File: config.mk
export PLATFORM = sky130hd
export DESIGN_NAME = sram_lane_ctrl
export DESIGN_NICKNAME = d
export VERILOG_FILES = /design/src/rtl/sram_ctl_pkg.sv /design/src/rtl/sram_lane_decode.sv /design/src/rtl/sram_wr_replicate.sv /design/src/rtl/sram_rd_select.sv /design/src/rtl/sram_timing_fsm.sv /design/src/rtl/sram_lane_ctrl.sv
export SDC_FILE = /design/constraint.sdc
export NUM_CORES = 1
export LEC_CHECK = 0
export BUFFER_PORTS_ARGS = -buffer_cell sky130_fd_sc_hd__buf_2
export CORE_MARGIN = 2
export CORE_UTILIZATION = 35
export DETAILED_ROUTE_END_ITERATION = 10
export HOLD_SLACK_MARGIN = 0.15
export REMOVE_ABC_BUFFERS = 1
export SLEW_MARGIN = 20
export SYNTH_ARGS = -nofsm -noshare
export SYNTH_HDL_FRONTEND = slang
export SYNTH_SLANG_ARGS = --single-unit
File: constraint.sdc
create_clock -name clk_i -period 2.9 [get_ports clk_i]
set_input_delay 0.435 -clock clk_i [delete_from_list [all_inputs] [get_ports clk_i]]
set_output_delay 0.435 -clock clk_i [all_outputs]
set_load 0.02 [all_outputs]
File: src/rtl/sram_ctl_pkg.sv
package sram_ctl_pkg;

  typedef enum logic [1:0] {
    ORG_X32 = 2'd0,
    ORG_X16 = 2'd1,
    ORG_X8  = 2'd2
  } org_e;

  typedef enum logic [2:0] {
    ST_IDLE,
    ST_TURN,
    ST_WSETUP,
    ST_WPULSE,
    ST_WHOLD,
    ST_RWAIT
  } seq_e;

  function automatic org_e to_org(input logic [1:0] m);
    case (m)
      2'd1:    return ORG_X16;
      2'd2:    return ORG_X8;
      default: return ORG_X32;
    endcase
  endfunction

  function automatic int unsigned ceil_div(input int unsigned num, input int unsigned den);
    return (num + den - 1) / den;
  endfunction

endpackage

File: src/rtl/sram_lane_decode.sv
module sram_lane_decode
  import sram_ctl_pkg::*;
#(
  parameter int unsigned LANES  = 4,
  parameter int unsigned DEV_AW = 19,
  localparam int unsigned SEL_W   = $clog2(LANES),
  localparam int unsigned HOST_AW = DEV_AW + SEL_W
) (
  input  logic [1:0]         mode_i,
  input  logic [HOST_AW-1:0] addr_i,
  output logic [DEV_AW-1:0]  dev_addr_o,
  output logic [LANES-1:0]   lane_en_o
);
  localparam int unsigned HALF = LANES / 2;

  org_e org;
  assign org        = to_org(mode_i);
  assign dev_addr_o = addr_i[DEV_AW-1:0];

  for (genvar i = 0; i < LANES; i++) begin : g_lane
    logic hit_half, hit_byte;
    assign hit_half = ((i >= HALF) == addr_i[DEV_AW]);
    assign hit_byte = (addr_i[DEV_AW +: SEL_W] == SEL_W'(i));
    always_comb begin
      case (org)
        ORG_X16: lane_en_o[i] = hit_half;
        ORG_X8:  lane_en_o[i] = hit_byte;
        default: lane_en_o[i] = 1'b1;
      endcase
    end
  end

endmodule

File: src/rtl/sram_wr_replicate.sv
module sram_wr_replicate
  import sram_ctl_pkg::*;
#(
  parameter int unsigned LANES  = 4,
  parameter int unsigned LANE_W = 8,
  localparam int unsigned DATA_W = LANES * LANE_W
) (
  input  logic [1:0]        mode_i,
  input  logic [DATA_W-1:0] wdata_i,
  output logic [DATA_W-1:0] bus_o
);
  localparam int unsigned HALF = LANES / 2;

  org_e org;
  assign org = to_org(mode_i);

  for (genvar i = 0; i < LANES; i++) begin : g_lane
    always_comb begin
      case (org)
        ORG_X16: bus_o[i*LANE_W +: LANE_W] = wdata_i[(i % HALF)*LANE_W +: LANE_W];
        ORG_X8:  bus_o[i*LANE_W +: LANE_W] = wdata_i[LANE_W-1:0];
        default: bus_o[i*LANE_W +: LANE_W] = wdata_i[i*LANE_W +: LANE_W];
      endcase
    end
  end

endmodule

File: src/rtl/sram_rd_select.sv
module sram_rd_select
  import sram_ctl_pkg::*;
#(
  parameter int unsigned LANES  = 4,
  parameter int unsigned LANE_W = 8,
  localparam int unsigned DATA_W = LANES * LANE_W,
  localparam int unsigned SEL_W  = $clog2(LANES)
) (
  input  logic [1:0]        mode_i,
  input  logic [SEL_W-1:0]  sel_i,
  input  logic [DATA_W-1:0] bus_i,
  output logic [DATA_W-1:0] rdata_o
);
  localparam int unsigned HW = DATA_W / 2;

  org_e org;
  logic [HW-1:0]     half_d;
  logic [LANE_W-1:0] byte_d;

  assign org    = to_org(mode_i);
  assign half_d = sel_i[0] ? bus_i[HW +: HW] : bus_i[0 +: HW];
  assign byte_d = bus_i[sel_i*LANE_W +: LANE_W];

  always_comb begin
    case (org)
      ORG_X16: rdata_o = {{(DATA_W-HW){1'b0}}, half_d};
      ORG_X8:  rdata_o = {{(DATA_W-LANE_W){1'b0}}, byte_d};
      default: rdata_o = bus_i;
    endcase
  end

endmodule

File: src/rtl/sram_timing_fsm.sv
module sram_timing_fsm
  import sram_ctl_pkg::*;
#(
  parameter int unsigned LANES  = 4,
  parameter int unsigned RD_CYC = 3,
  parameter int unsigned WP_CYC = 2,
  parameter int unsigned SU_CYC = 1,
  localparam int unsigned MAX_CYC = (RD_CYC > WP_CYC) ?
                                    ((RD_CYC > SU_CYC) ? RD_CYC : SU_CYC) :
                                    ((WP_CYC > SU_CYC) ? WP_CYC : SU_CYC),
  localparam int unsigned CNT_W = $clog2(MAX_CYC + 1)
) (
  input  logic             clk_i,
  input  logic             rst_ni,
  input  logic             req_i,
  input  logic             wr_i,
  input  logic [LANES-1:0] lanes_i,
  output logic             accept_o,
  output logic             capture_o,
  output logic [LANES-1:0] ce_no,
  output logic [LANES-1:0] we_no,
  output logic             oe_no,
  output logic             dq_oe_o,
  output logic             ack_o
);
  seq_e             state_q;
  logic [CNT_W-1:0] cnt_q;
  logic [LANES-1:0] lanes_q;
  logic             prev_rd_q;

  assign accept_o  = (state_q == ST_IDLE) && req_i;
  assign capture_o = (state_q == ST_RWAIT) && (cnt_q == '0);

  always_ff @(posedge clk_i or negedge rst_ni) begin
    if (!rst_ni) begin
      state_q   <= ST_IDLE;
      cnt_q     <= '0;
      lanes_q   <= '0;
      prev_rd_q <= 1'b0;
      ce_no     <= '1;
      we_no     <= '1;
      oe_no     <= 1'b1;
      dq_oe_o   <= 1'b0;
      ack_o     <= 1'b0;
    end else begin
      ack_o <= 1'b0;
      case (state_q)
        ST_IDLE: begin
          if (req_i) begin
            lanes_q <= lanes_i;
            if (wr_i) begin
              if (prev_rd_q) begin
                state_q <= ST_TURN;  // dead cycle after a read
              end else begin
                ce_no   <= ~lanes_i;
                dq_oe_o <= 1'b1;
                cnt_q   <= CNT_W'(SU_CYC - 1);
                state_q <= ST_WSETUP;
              end
            end else begin
              ce_no   <= ~lanes_i;
              oe_no   <= 1'b0;
              cnt_q   <= CNT_W'(RD_CYC - 1);
              state_q <= ST_RWAIT;
            end
          end
        end
        ST_TURN: begin
          prev_rd_q <= 1'b0;
          ce_no     <= ~lanes_q;
          dq_oe_o   <= 1'b1;
          cnt_q     <= CNT_W'(SU_CYC - 1);
          state_q   <= ST_WSETUP;
        end
        ST_WSETUP: begin
          if (cnt_q == '0) begin
            we_no   <= ~lanes_q;
            cnt_q   <= CNT_W'(WP_CYC - 1);
            state_q <= ST_WPULSE;
          end else begin
            cnt_q <= cnt_q - 1'b1;
          end
        end
        ST_WPULSE: begin
          if (cnt_q == '0) begin
            we_no   <= '1;
            state_q <= ST_WHOLD;
          end else begin
            cnt_q <= cnt_q - 1'b1;
          end
        end
        ST_WHOLD: begin
          ce_no     <= '1;
          dq_oe_o   <= 1'b0;
          ack_o     <= 1'b1;
          prev_rd_q <= 1'b0;
          state_q   <= ST_IDLE;
        end
        ST_RWAIT: begin
          if (cnt_q == '0) begin
            ce_no     <= '1;
            oe_no     <= 1'b1;
            ack_o     <= 1'b1;
            prev_rd_q <= 1'b1;
            state_q   <= ST_IDLE;
          end else begin
            cnt_q <= cnt_q - 1'b1;
          end
        end
        default: state_q <= ST_IDLE;
      endcase
    end
  end

endmodule

File: src/rtl/sram_lane_ctrl.sv
module sram_lane_ctrl
  import sram_ctl_pkg::*;
#(
  parameter int unsigned LANES         = 4,
  parameter int unsigned LANE_W        = 8,
  parameter int unsigned DEV_AW        = 19,
  parameter int unsigned CLK_PERIOD_PS = 8000,
  parameter int unsigned T_RC_PS       = 17000,
  parameter int unsigned T_AA_PS       = 17000,
  parameter int unsigned T_WP_PS       = 15000,
  parameter int unsigned T_WC_PS       = 17000,
  parameter int unsigned SETUP_CYC     = 1,
  localparam int unsigned DATA_W  = LANES * LANE_W,
  localparam int unsigned SEL_W   = $clog2(LANES),
  localparam int unsigned HOST_AW = DEV_AW + SEL_W
) (
  input  logic               clk_i,
  input  logic               rst_ni,
  input  logic [1:0]         mode_i,
  input  logic               req_i,
  input  logic               we_i,
  input  logic [HOST_AW-1:0] addr_i,
  input  logic [DATA_W-1:0]  wdata_i,
  output logic               ack_o,
  output logic [DATA_W-1:0]  rdata_o,
  output logic [DEV_AW-1:0]  mem_addr_o,
  output logic [LANES-1:0]   mem_ce_no,
  output logic [LANES-1:0]   mem_we_no,
  output logic               mem_oe_no,
  output logic [DATA_W-1:0]  mem_dq_o,
  output logic               mem_dq_oe_o,
  input  logic [DATA_W-1:0]  mem_dq_i
);
  localparam int unsigned SU_CYC  = (SETUP_CYC < 1) ? 1 : SETUP_CYC;
  localparam int unsigned RC_CYC  = ceil_div(T_RC_PS, CLK_PERIOD_PS);
  localparam int unsigned AA_CYC  = ceil_div(T_AA_PS, CLK_PERIOD_PS);
  localparam int unsigned RD_CYC  = (RC_CYC > AA_CYC) ? RC_CYC : AA_CYC;
  localparam int unsigned WPP_CYC = ceil_div(T_WP_PS, CLK_PERIOD_PS);
  localparam int unsigned WCR_CYC = ceil_div(T_WC_PS, CLK_PERIOD_PS);
  // write cycle spans setup + pulse + hold cycles
  localparam int unsigned WCP_CYC = (WCR_CYC > SU_CYC + 1) ? WCR_CYC - SU_CYC - 1 : 1;
  localparam int unsigned WP_CYC  = (WPP_CYC > WCP_CYC) ? WPP_CYC : WCP_CYC;

  logic [DEV_AW-1:0] dev_addr_d, dev_addr_q;
  logic [LANES-1:0]  lanes_d;
  logic [DATA_W-1:0] bus_wr_d, bus_wr_q;
  logic [DATA_W-1:0] rd_sel_d, rdata_q;
  logic [1:0]        mode_q;
  logic [SEL_W-1:0]  sel_q;
  logic              accept, capture;

  sram_lane_decode #(
    .LANES (LANES),
    .DEV_AW(DEV_AW)
  ) i_decode (
    .mode_i    (mode_i),
    .addr_i    (addr_i),
    .dev_addr_o(dev_addr_d),
    .lane_en_o (lanes_d)
  );

  sram_wr_replicate #(
    .LANES (LANES),
    .LANE_W(LANE_W)
  ) i_wr_rep (
    .mode_i (mode_i),
    .wdata_i(wdata_i),
    .bus_o  (bus_wr_d)
  );

  sram_rd_select #(
    .LANES (LANES),
    .LANE_W(LANE_W)
  ) i_rd_sel (
    .mode_i (mode_q),
    .sel_i  (sel_q),
    .bus_i  (mem_dq_i),
    .rdata_o(rd_sel_d)
  );

  sram_timing_fsm #(
    .LANES (LANES),
    .RD_CYC(RD_CYC),
    .WP_CYC(WP_CYC),
    .SU_CYC(SU_CYC)
  ) i_seq (
    .clk_i    (clk_i),
    .rst_ni   (rst_ni),
    .req_i    (req_i),
    .wr_i     (we_i),
    .lanes_i  (lanes_d),
    .accept_o (accept),
    .capture_o(capture),
    .ce_no    (mem_ce_no),
    .we_no    (mem_we_no),
    .oe_no    (mem_oe_no),
    .dq_oe_o  (mem_dq_oe_o),
    .ack_o    (ack_o)
  );

  always_ff @(posedge clk_i or negedge rst_ni) begin
    if (!rst_ni) begin
      dev_addr_q <= '0;
      bus_wr_q   <= '0;
      mode_q     <= '0;
      sel_q      <= '0;
    end else if (accept) begin
      dev_addr_q <= dev_addr_d;
      bus_wr_q   <= bus_wr_d;
      mode_q     <= mode_i;
      sel_q      <= addr_i[DEV_AW +: SEL_W];
    end
  end

  always_ff @(posedge clk_i or negedge rst_ni) begin
    if (!rst_ni)      rdata_q <= '0;
    else if (capture) rdata_q <= rd_sel_d;
  end

  assign mem_addr_o = dev_addr_q;
  assign mem_dq_o   = bus_wr_q;
  assign rdata_o    = rdata_q;

endmodule

==> results of run 1 <==
cell type report:
cell class | instances | share of cell area, %
timing repair buffer | 193 | 15.4
clock buffer | 10 | 3.61
inverter | 9 | 0.510
sequential | 108 | 41.0
tap | 184 | 3.48
antenna | 1 | 0.0378
clock inverter | 6 | 0.718
multi-input combinational | 412 | 35.3
power groups by stage:
stage               combinational (mW)  sequential (mW)  clock, mW
floorplan                         1.47             3.29          0
global placement                  3.22             2.66          0
detailed placement                3.29             2.68          0
CTS                               3.29             2.67       1.24
global route                      3.60             2.76       1.30
finish                            3.28             2.67       1.20
state kept, by name (all words and copies together) (netlist names), 2 cells and up:
register       cells
i_seq.lanes_q      4
mode_q             2
rdata_o           32
i_seq.we_no        4
i_seq.cnt_q        2
i_seq.state_q      3
i_seq.ce_no        4
mem_dq_o          32
sel_q              2
mem_addr_o        19
synthesized netlist by cell type (2+ instances only):
library cell / count / share of area, %
mux4_2: 8 / 3.4
buf_6: 2 / 0.43
dfstp_2: 9 / 4.5
dfrtp_1: 99 / 47
mux2_2: 2 / 0.43
buf_2: 17 / 1.6
nand2b_1: 10 / 1.2
inv_1: 8 / 0.57
o22ai_1: 2 / 0.24
mux2i_1: 17 / 3.2
a22o_1: 8 / 1.3
nand2_1: 142 / 10
a211oi_1: 2 / 0.28
o21ai_0: 16 / 1.5
nor2_1: 62 / 4.4
o32ai_1: 2 / 0.33
a21oi_1: 51 / 4.8
ha_1: 6 / 1.4
and3_1: 3 / 0.36
buf_1: 3 / 0.21
nand3b_1: 2 / 0.28
a21o_1: 5 / 0.71
a221oi_1: 12 / 2.0
clkbuf_1: 20 / 1.4
nand3_1: 17 / 1.6
nor2b_1: 7 / 0.83
a31oi_1: 8 / 0.95
a22oi_1: 17 / 2.4
how the worst max path moves through the flow:
stage / endpoint / from / cells past startpoint
finish: i_seq.ce_no[3]$_DFFE_PN1P_ / i_seq.cnt_q[0]$_DFFE_PN0P_ / 6
global route: i_seq.ce_no[3]$_DFFE_PN1P_ / i_seq.cnt_q[0]$_DFFE_PN0P_ / 6
CTS: i_seq.ce_no[3]$_DFFE_PN1P_ / i_seq.cnt_q[0]$_DFFE_PN0P_ / 6
detailed placement: i_seq.ce_no[3]$_DFFE_PN1P_ / mode_i[0] / 6
global placement: i_seq.ce_no[3]$_DFFE_PN1P_ / mode_i[0] / 6
floorplan: i_seq.lanes_q[0]$_DFFE_PN0P_ / i_seq.state_q[2]$_DFFE_PN0P_ / 2
routing by layer:
layer	global-route usage (%)	vias up
li1	-	2280
met1	24.6	2332
met2	30.3	191
met3	5.61	14
met4	7.43	0
met5	0	-
metrics by stage:
| step | instances | util (%) | setup TNS (ns) | power, mW |
|---|---|---|---|---|
| 2_1_floorplan | 529 | - | -188.16 | 4.77 |
| 3_3_place_gp | 906 | 43.2 | 0 | 5.87 |
| 3_5_place_dp | 906 | 43.2 | 0 | 5.98 |
| 4_1_cts | 922 | 45.2 | 0 | 7.20 |
| 5_1_grt | 922 | 45.2 | 0 | 7.66 |
| 6_report | 923 | 45.2 | 0 | 7.15 |
kinds of logic (layout without fill, tap and decap cells):
| group | count (synthesis) | in the layout | share of synthesized area (%) |
|---|---|---|---|
| compound gates | 129 | 129 | 15.8 |
| xor+xnor | 1 | 1 | 0.166 |
| fa+ha+maj | 6 | 6 | 1.42 |
| buf+inv | 52 | 218 | 4.46 |
| flops | 108 | 108 | 51.4 |
| mux | 27 | 27 | 7.06 |
| other cells | 0 | 1 | 0 |
| simple gates | 249 | 249 | 19.6 |
cell usage in the layout (no fill, tap or decap), types with 2 or more instances in the layout:
cell,n
dfstp_2,9
mux2_2,2
nand3_1,17
nand2_1,142
mux4_2,8
a21o_1,5
inv_1,8
ha_1,6
buf_2,183
clkinv_4,2
nand2b_1,10
mux2i_1,17
nand3b_1,2
clkbuf_16,9
nor2_1,62
nor2b_1,7
o21ai_0,16
a22o_1,8
a211oi_1,2
inv_6,2
and3_1,3
a221oi_1,12
o32ai_1,2
a31oi_1,8
a22oi_1,17
buf_4,8
a21oi_1,51
dfrtp_1,99
buf_12,2
o22ai_1,2
worst reg2reg max path, delay by kind of cell (launching register included):
| kind | cells | cell delay, ns |
|---|---|---|
| fa+ha+maj | 1 | 0.38 |
| buf+inv | 1 | 0.10 |
| flops | 1 | 0.42 |
| simple gates | 2 | 0.64 |
| compound gates | 2 | 0.46 |
==> impl_metrics.ini, run 1 <==
[outcome]
outcome = finished, final reports clean

[clock_network]
clk_latency_ns = 0.36
cts_buffers = 9
ctsResizeCount = 0
root_buffer = clkbuf_16
clk_path_buf_depth = 2
cts_hold_buffers = 0
post-cts-setup-buffer-count = 0
cts_tree = built
ctsHtreeMaxLevel = 3
clkTransAtPathRegs_ns = 0.07
clock_sinks = 108

[setup_path]
critPathLaunchType = register
regToRegSetupSlack_ns = 0.83
worst-path-max-fanout = 12
worstSetupPathType = register to register
path_cells = inv_1 > ha_1 > and3b_1 > a211oi_4 > or3b_1 > o22a_1
slowest_delay_ns = 0.42
slowest_stage = dfrtp_1
r2r_start = i_seq.cnt_q[0]$_DFFE_PN0P_
worstPathRequired_ns = 3.19
endpoint_kind = register
worst-path-buf-inv = 1
path_delay_family = simple AND/OR/NAND/NOR gates
r2r-end = i_seq.ce_no[3]$_DFFE_PN1P_
arrival_ns = 2.36
rr_worst_depth = 6

[sta]
worst_pin_slew_ns = 1.08
slew_violations = 0
fmax_mhz = 484
min_period_ns = 2.07
setup_viol = 0
min_period_over_period_pct = 71.3
whs_ns = 0.137
rsz0062_at_grt = no
slew_headroom_pct = 28.3
setup_slack_ns = 0.833
hold_viol = 0
fin_worst_skew_ns = 0.00596

[grt]
grt_pass1_wl_mm = 24.5
gr-usage-all-layers_pct = 19.0
grt-ovfl-total = 0
grt_max_degree = 74
antenna_found_initial = 0
grt_pass1_vias = 4861

[hold_path]
holdCritPathClass = primary input to asynchronous set/reset pin

[job]
cap_viol_max_count = 0

[power_and_ir_drop]
comb_power_share_pct = 45.9
power_density_nw_per_um2 = 1080
intPower_mw = 4.00
power.net_switching_mw = 3.15
peakVddDrop_mv = 0.415
p_sw_share_pct = 44.0
p_clk_share_pct = 16.8
power_frac_seq_pct = 37.3
leakage_nw = 3.29

[die]
fp.coreArea_sq_um = 14600
die_h_um = 127
die_w_um = 127
num_rows = 44
pin_count = 185
die_area_sq_um = 16100
start_util_pct = 36.0

[detailed_routing]
dr_wl_met2_mm = 6.83
detail_route.wl_per_cell_um = 16.4
firstDrtPassIters = 4
finalWirelength_mm = 15.1
vias = 4817
viasPerCell = 5.22
met3_length_mm = 1.27
top_layer_used = met4
drc = 0
wl_met1_mm = 6.78
ant_nets = 0
drtIter0Drc = 366

[yosys]
synth_cells = 572
synth-async-reset-ratio_pct = 100
syn_area_per_cell_sq_um = 9.23
syn_area_sq_um = 5280
synth_edf_count = 0
yosysSeqAreaShare_pct = 51.4
ys.flop_type = dfrtp_1
ys_types = 43
ys_warn_count = 0
ys_ff_latch = 108

[finish]
multiInputGateArea_sq_um = 2330
fillCellCount = 1448
design_area_sq_um = 6620
syn2layout_area_growth_pct = 25.4
seqCellArea_sq_um = 2710
drive_gt1_share_pct = 31.2
nets = 830

[placement]
gp_congestion = 0.768
hpwl_mm = 10.5
place_ws_ns = 0.735
placed_area_sq_um = 6330
io_buffer_count = 184
(Power assumes the default switching activity.)
==> run 2: changes to the inputs <==
- clock period: 2.9 -> 1.9 ns (I/O delays scaled with it)
==> impl_metrics.ini, run 2 (same netlist as run 1, synthesis figures left out) <==
[outcome]
outcome = finished, final reports clean

[sta]
min_period_over_period_pct = 92.9
fin_worst_skew_ns = 0.00579
slew_headroom_pct = 65.4
setup_slack_ns = 0.134
rsz0062_at_grt = no
min_period_ns = 1.77
fmax_mhz = 566
worst_pin_slew_ns = 0.519
slew_violations = 0
setup_viol = 0
hold_viol = 0

[die]
pin_count = 185
die_w_um = 127
die_h_um = 127
num_rows = 44
start_util_pct = 36.0
fp.coreArea_sq_um = 14600
die_area_sq_um = 16100

[power_and_ir_drop]
peakVddDrop_mv = 0.719
power_density_nw_per_um2 = 1620
power.net_switching_mw = 4.83
comb_power_share_pct = 46.9
p_sw_share_pct = 42.5
leakage_nw = 3.48
p_clk_share_pct = 17.8
power_frac_seq_pct = 35.3
intPower_mw = 6.54
power_mw = 11.4

[clock_network]
ctsResizeCount = 0
ctsHtreeMaxLevel = 3
cts_buffers = 9
root_buffer = clkbuf_16
clk_path_buf_depth = 2
cts_tree = built
clock_sinks = 108
clkTransAtPathRegs_ns = 0.07
clk_latency_ns = 0.36

[placement]
place_ws_ns = 0.147
hpwl_mm = 11.1
placed_area_sq_um = 6500
io_buffer_count = 184
gp_congestion = 0.858

[grt]
grt_pass1_wl_mm = 25.3
met3_usage_pct = 5.48
grt_max_degree = 44
grt_util_met2_pct = 32.4
grt-ovfl-total = 0
grtUsageMet1_pct = 25.1
gr-usage-all-layers_pct = 19.7
antenna_found_initial = 0
grt-busiest-layer = met2
grt_pass1_vias = 5047

[detailed_routing]
ant_nets = 0
finalWirelength_mm = 15.7
detail_route.wl_per_cell_um = 16.5
viasPerCell = 5.21
drtIter0Drc = 403
vias = 4980
firstDrtPassIters = 5
drc = 0

[finish]
drive_gt1_share_pct = 31.3
design_area_sq_um = 7000
post-route-util_pct = 47.8
fillCellCount = 1429
nets = 864
diodes = 0
final_cell_mix = buf_2 (183), nand2_1 (142), dfrtp_1 (99)
syn2layout_area_growth_pct = 32.7
final_common_cell = buf_2

[setup_path]
worst-path-max-fanout = 11
slowest_stage = dfrtp_1
arrival_ns = 2.04
endpoint_kind = register
critPathLaunchType = register
slowest_delay_ns = 0.41
worstPathRequired_ns = 2.18
path_cells = inv_1 > ha_1 > buf_4 > nand2b_1 > a221oi_1 > mux2i_1
worstSetupPathType = register to register

[job]
cap_viol_max_count = 0

[hold_path]
holdCritPathClass = primary input to register
==> run 2: cell count changes in the layout (fill, tap and decap cells not counted), moves of 2 or more <==
cell / before / now
buf_12: 2 / 7
dlygate4sd3_1: 0 / 20
clkinv_4: 2 / 0
clkbuf_1: 0 / 2
bufinv_16: 0 / 2
buf_4: 8 / 17
==> run 2: final timing paths <==
| check | startpoint | end | slack (ns) | cells past startpoint |
|---|---|---|---|---|
| setup / recovery | i_seq.cnt_q[0]$_DFFE_PN0P_ | i_seq.cnt_q[1]$_DFFE_PN0P_ | 0.13 | 6 |
| hold / removal | wdata_i[0] | mem_dq_o[0]$_DFFE_PN0P_ | 0.17 | 3 |
| setup reg to reg | i_seq.cnt_q[0]$_DFFE_PN0P_ | i_seq.cnt_q[1]$_DFFE_PN0P_ | 0.13 | 6 |
| hold reg to reg | i_seq.lanes_q[0]$_DFFE_PN0P_ | i_seq.ce_no[0]$_DFFE_PN1P_ | 0.47 | 1 |
| max in group asynchronous | rst_ni | i_seq.ce_no[1]$_DFFE_PN1P_ | 0.81 | 3 |
| min in group asynchronous | rst_ni | rdata_o[17]$_DFFE_PN0P_ | 0.44 | 2 |
==> run 2: worst max-delay path: cells and delay by family (launching register included) <==
family	cells	cell delay, ns
adders and majority gates	1	0.21
muxes	1	0.25
and+or+nand+nor	1	0.19
AOI/OAI and AO/OA	1	0.38
buffers and inverters	2	0.26
DFF	1	0.41
==> run 2: per-stage QoR <==
stage               hold WS (ns)  std cells  TNS, ns
floorplan                -0.0106        529  -244.13
global placement           0.277        920        0
detailed placement         0.277        920        0
CTS                        0.160        955        0
global route               0.178        955        0
finish                     0.169        955        0
==> run 2: area by class of cell <==
type	count	area (sq um)	area share (%)
repair buffers	227	1380	19.8
multi-input cells	412	2330	33.3
well taps	184	230	3.29
flip-flops and latches	108	2710	38.8
clock inverters	4	73.8	1.05
inverters	9	33.8	0.482
clock buffers	11	233	3.32
==> run 2: timing repair <==
item	in CTS	in global routing
setup buffers	0	0
hold buffers	20	0
hold endpoints to repair	42	0
==> run 2: layer usage <==
layer	wire [um]	vias to the layer above	share of wire, %
met4	301	0	1.9
met2	7350	231	47
li1	-	2350	-
met3	1420	19	9.0
met1	6640	2380	42
met5	0	-	0
==> run 2: power groups by stage <==
stage	sequential, mW	combinational (mW)	clock (mW)
6_report	4.01	5.33	2.03
5_1_grt	4.15	5.84	2.14
4_1_cts	4.02	5.37	2.05
3_5_place_dp	4.02	5.34	0
3_3_place_gp	4.00	5.23	0
2_1_floorplan	5.03	2.25	0
==> run 3: changes to the inputs <==
- CORE_MARGIN: 2 -> 5
==> impl_metrics.ini, run 3 (same netlist as run 1, synthesis figures left out) <==
[sta]
whs_ns = 0.177
min_period_over_period_pct = 91.3
fin_worst_skew_ns = 0.00820
setup_slack_ns = 0.165
slew_headroom_pct = 64.7
setup_viol = 0
min_period_ns = 1.74
rsz0062_at_grt = no
slew_violations = 0
fmax_mhz = 576
hold_viol = 0
fin_setup_tns_ns = 0
worst_pin_slew_ns = 0.526

[detailed_routing]
viasPerCell = 5.26
drtIter0Drc = 305
vias = 5019
drc = 0
finalWirelength_mm = 16.0
met3_length_mm = 1.78
wl_met1_mm = 6.78
ant_nets = 0
firstDrtPassIters = 5
detail_route.wl_per_cell_um = 16.8
dr_wl_met2_mm = 7.20
top_layer_used = met4

[setup_path]
worst-path-max-fanout = 10
r2r_start = i_seq.state_q[1]$_DFFE_PN0P_
worstSetupPathType = register to register
path_cells = buf_4 > nor2b_1 > nand2_1 > a21oi_1 > a21o_1
slowest_stage = dfrtp_1
rr_worst_depth = 5
slowest_delay_ns = 0.58
worst-path-buf-inv = 1
worstPathRequired_ns = 2.20
endpoint_kind = register
critPathLaunchType = register
r2r-end = i_seq.we_no[2]$_DFFE_PN1P_
path_delay_family = simple AND/OR/NAND/NOR gates
regToRegSetupSlack_ns = 0.16
arrival_ns = 2.03

[finish]
nets = 863
post-route-util_pct = 48.1
fillCellCount = 1389
drive_gt1_share_pct = 31.4
diodes = 0
final_common_cell = buf_2
final_cell_mix = buf_2 (183), nand2_1 (142), dfrtp_1 (99)
syn2layout_area_growth_pct = 33.4
design_area_sq_um = 7040
finalNonFillerCells = 955

[power_and_ir_drop]
peakVddDrop_mv = 0.658
leakage_nw = 3.50
power_mw = 11.6
power_density_nw_per_um2 = 1640

[die]
fp.coreArea_sq_um = 14600
die_w_um = 133
die_h_um = 133
pin_count = 185
die_area_sq_um = 17600
start_util_pct = 36.0
num_rows = 44

[outcome]
outcome = finished, final reports clean

[clock_network]
clock_sinks = 108
clkTransAtPathRegs_ns = 0.07
ctsResizeCount = 0
post-cts-setup-buffer-count = 0
clk_latency_ns = 0.35
cts_buffers = 9
clk_path_buf_depth = 2
cts_tree = built
root_buffer = clkbuf_16
ctsHtreeMaxLevel = 3

[placement]
io_buffer_count = 184
placed_area_sq_um = 6480
gp_congestion = 0.867
place_ws_ns = 0.188
placed_cells = 919
hpwl_mm = 11.3

[job]
cap_viol_max_count = 0

[grt]
grt_max_degree = 51
antenna_found_initial = 0
grt-ovfl-total = 0
gr-usage-all-layers_pct = 17.9
grt_pass1_wl_mm = 25.8
grt_pass1_vias = 4960

[hold_path]
holdCritPathClass = primary input to register
hold_end = mode_q[0]$_DFFE_PN0P_
min_from = mode_i[0]
whs_path_depth = 3
[run 3: cell types whose count changed in the layout (fill, tap and decap cells not counted), sizes merged]
cell | previous run | this run
buf | 207 | 206
bufinv | 2 | 4
clkbuf | 11 | 10
[run 3: tightest hold or removal path, cell delays in order]
cell and delay (ns):
buf_2 0.10, nand2_1 0.04, o21ai_0 0.06
[run 3: how the worst max path moves through the flow]
stage	depth (start not counted)	start	end	slack [ns]
after floorplan	2	i_seq.state_q[2]$_DFFE_PN0P_	i_seq.lanes_q[0]$_DFFE_PN0P_	-5.05
after global placement	7	mode_i[1]	i_seq.ce_no[1]$_DFFE_PN1P_	0.22
after detailed placement	5	i_seq.state_q[1]$_DFFE_PN0P_	i_seq.we_no[2]$_DFFE_PN1P_	0.19
after CTS	5	i_seq.state_q[1]$_DFFE_PN0P_	i_seq.we_no[2]$_DFFE_PN1P_	0.18
after global routing	5	i_seq.state_q[1]$_DFFE_PN0P_	i_seq.we_no[0]$_DFFE_PN1P_	0.09
final	5	i_seq.state_q[1]$_DFFE_PN0P_	i_seq.we_no[2]$_DFFE_PN1P_	0.16
[run 3: final cells by class]
class                           count  area (sq um)  share of cell area (%)
Timing Repair Buffer              226          1360                    19.4
Clock buffer                       10           229                    3.25
Sequential cell                   108          2710                    38.6
Tap cell                          184           230                    3.27
Inverter                            9          33.8                   0.480
Multi-Input combinational cell    412          2330                    33.2
Clock inverter                      6           134                    1.90
[run 3: repair_timing]
item,in CTS,in global routing
hold buffers,20,0
setup endpoints to repair,0,0
endpoints found under the hold margin,118,0
[run 3: routing by layer]
metal	track usage (%)	up-vias
li1	-	2353
met1	23.0	2389
met2	27.7	257
met3	6.87	20
met4	5.95	0
met5	0	-
[run 3: report_power, final]
| group | internal [mW] | leakage (nW) | switching [mW] | total [mW] |
|---|---|---|---|---|
| Combinational | 1.98 | 2.05 | 3.32 | 5.30 |
| Sequential | 3.34 | 1.27 | 0.651 | 3.99 |
| Clock | 1.43 | 0.177 | 0.853 | 2.28 |
| Total | 6.75 | 3.50 | 4.82 | 11.6 |
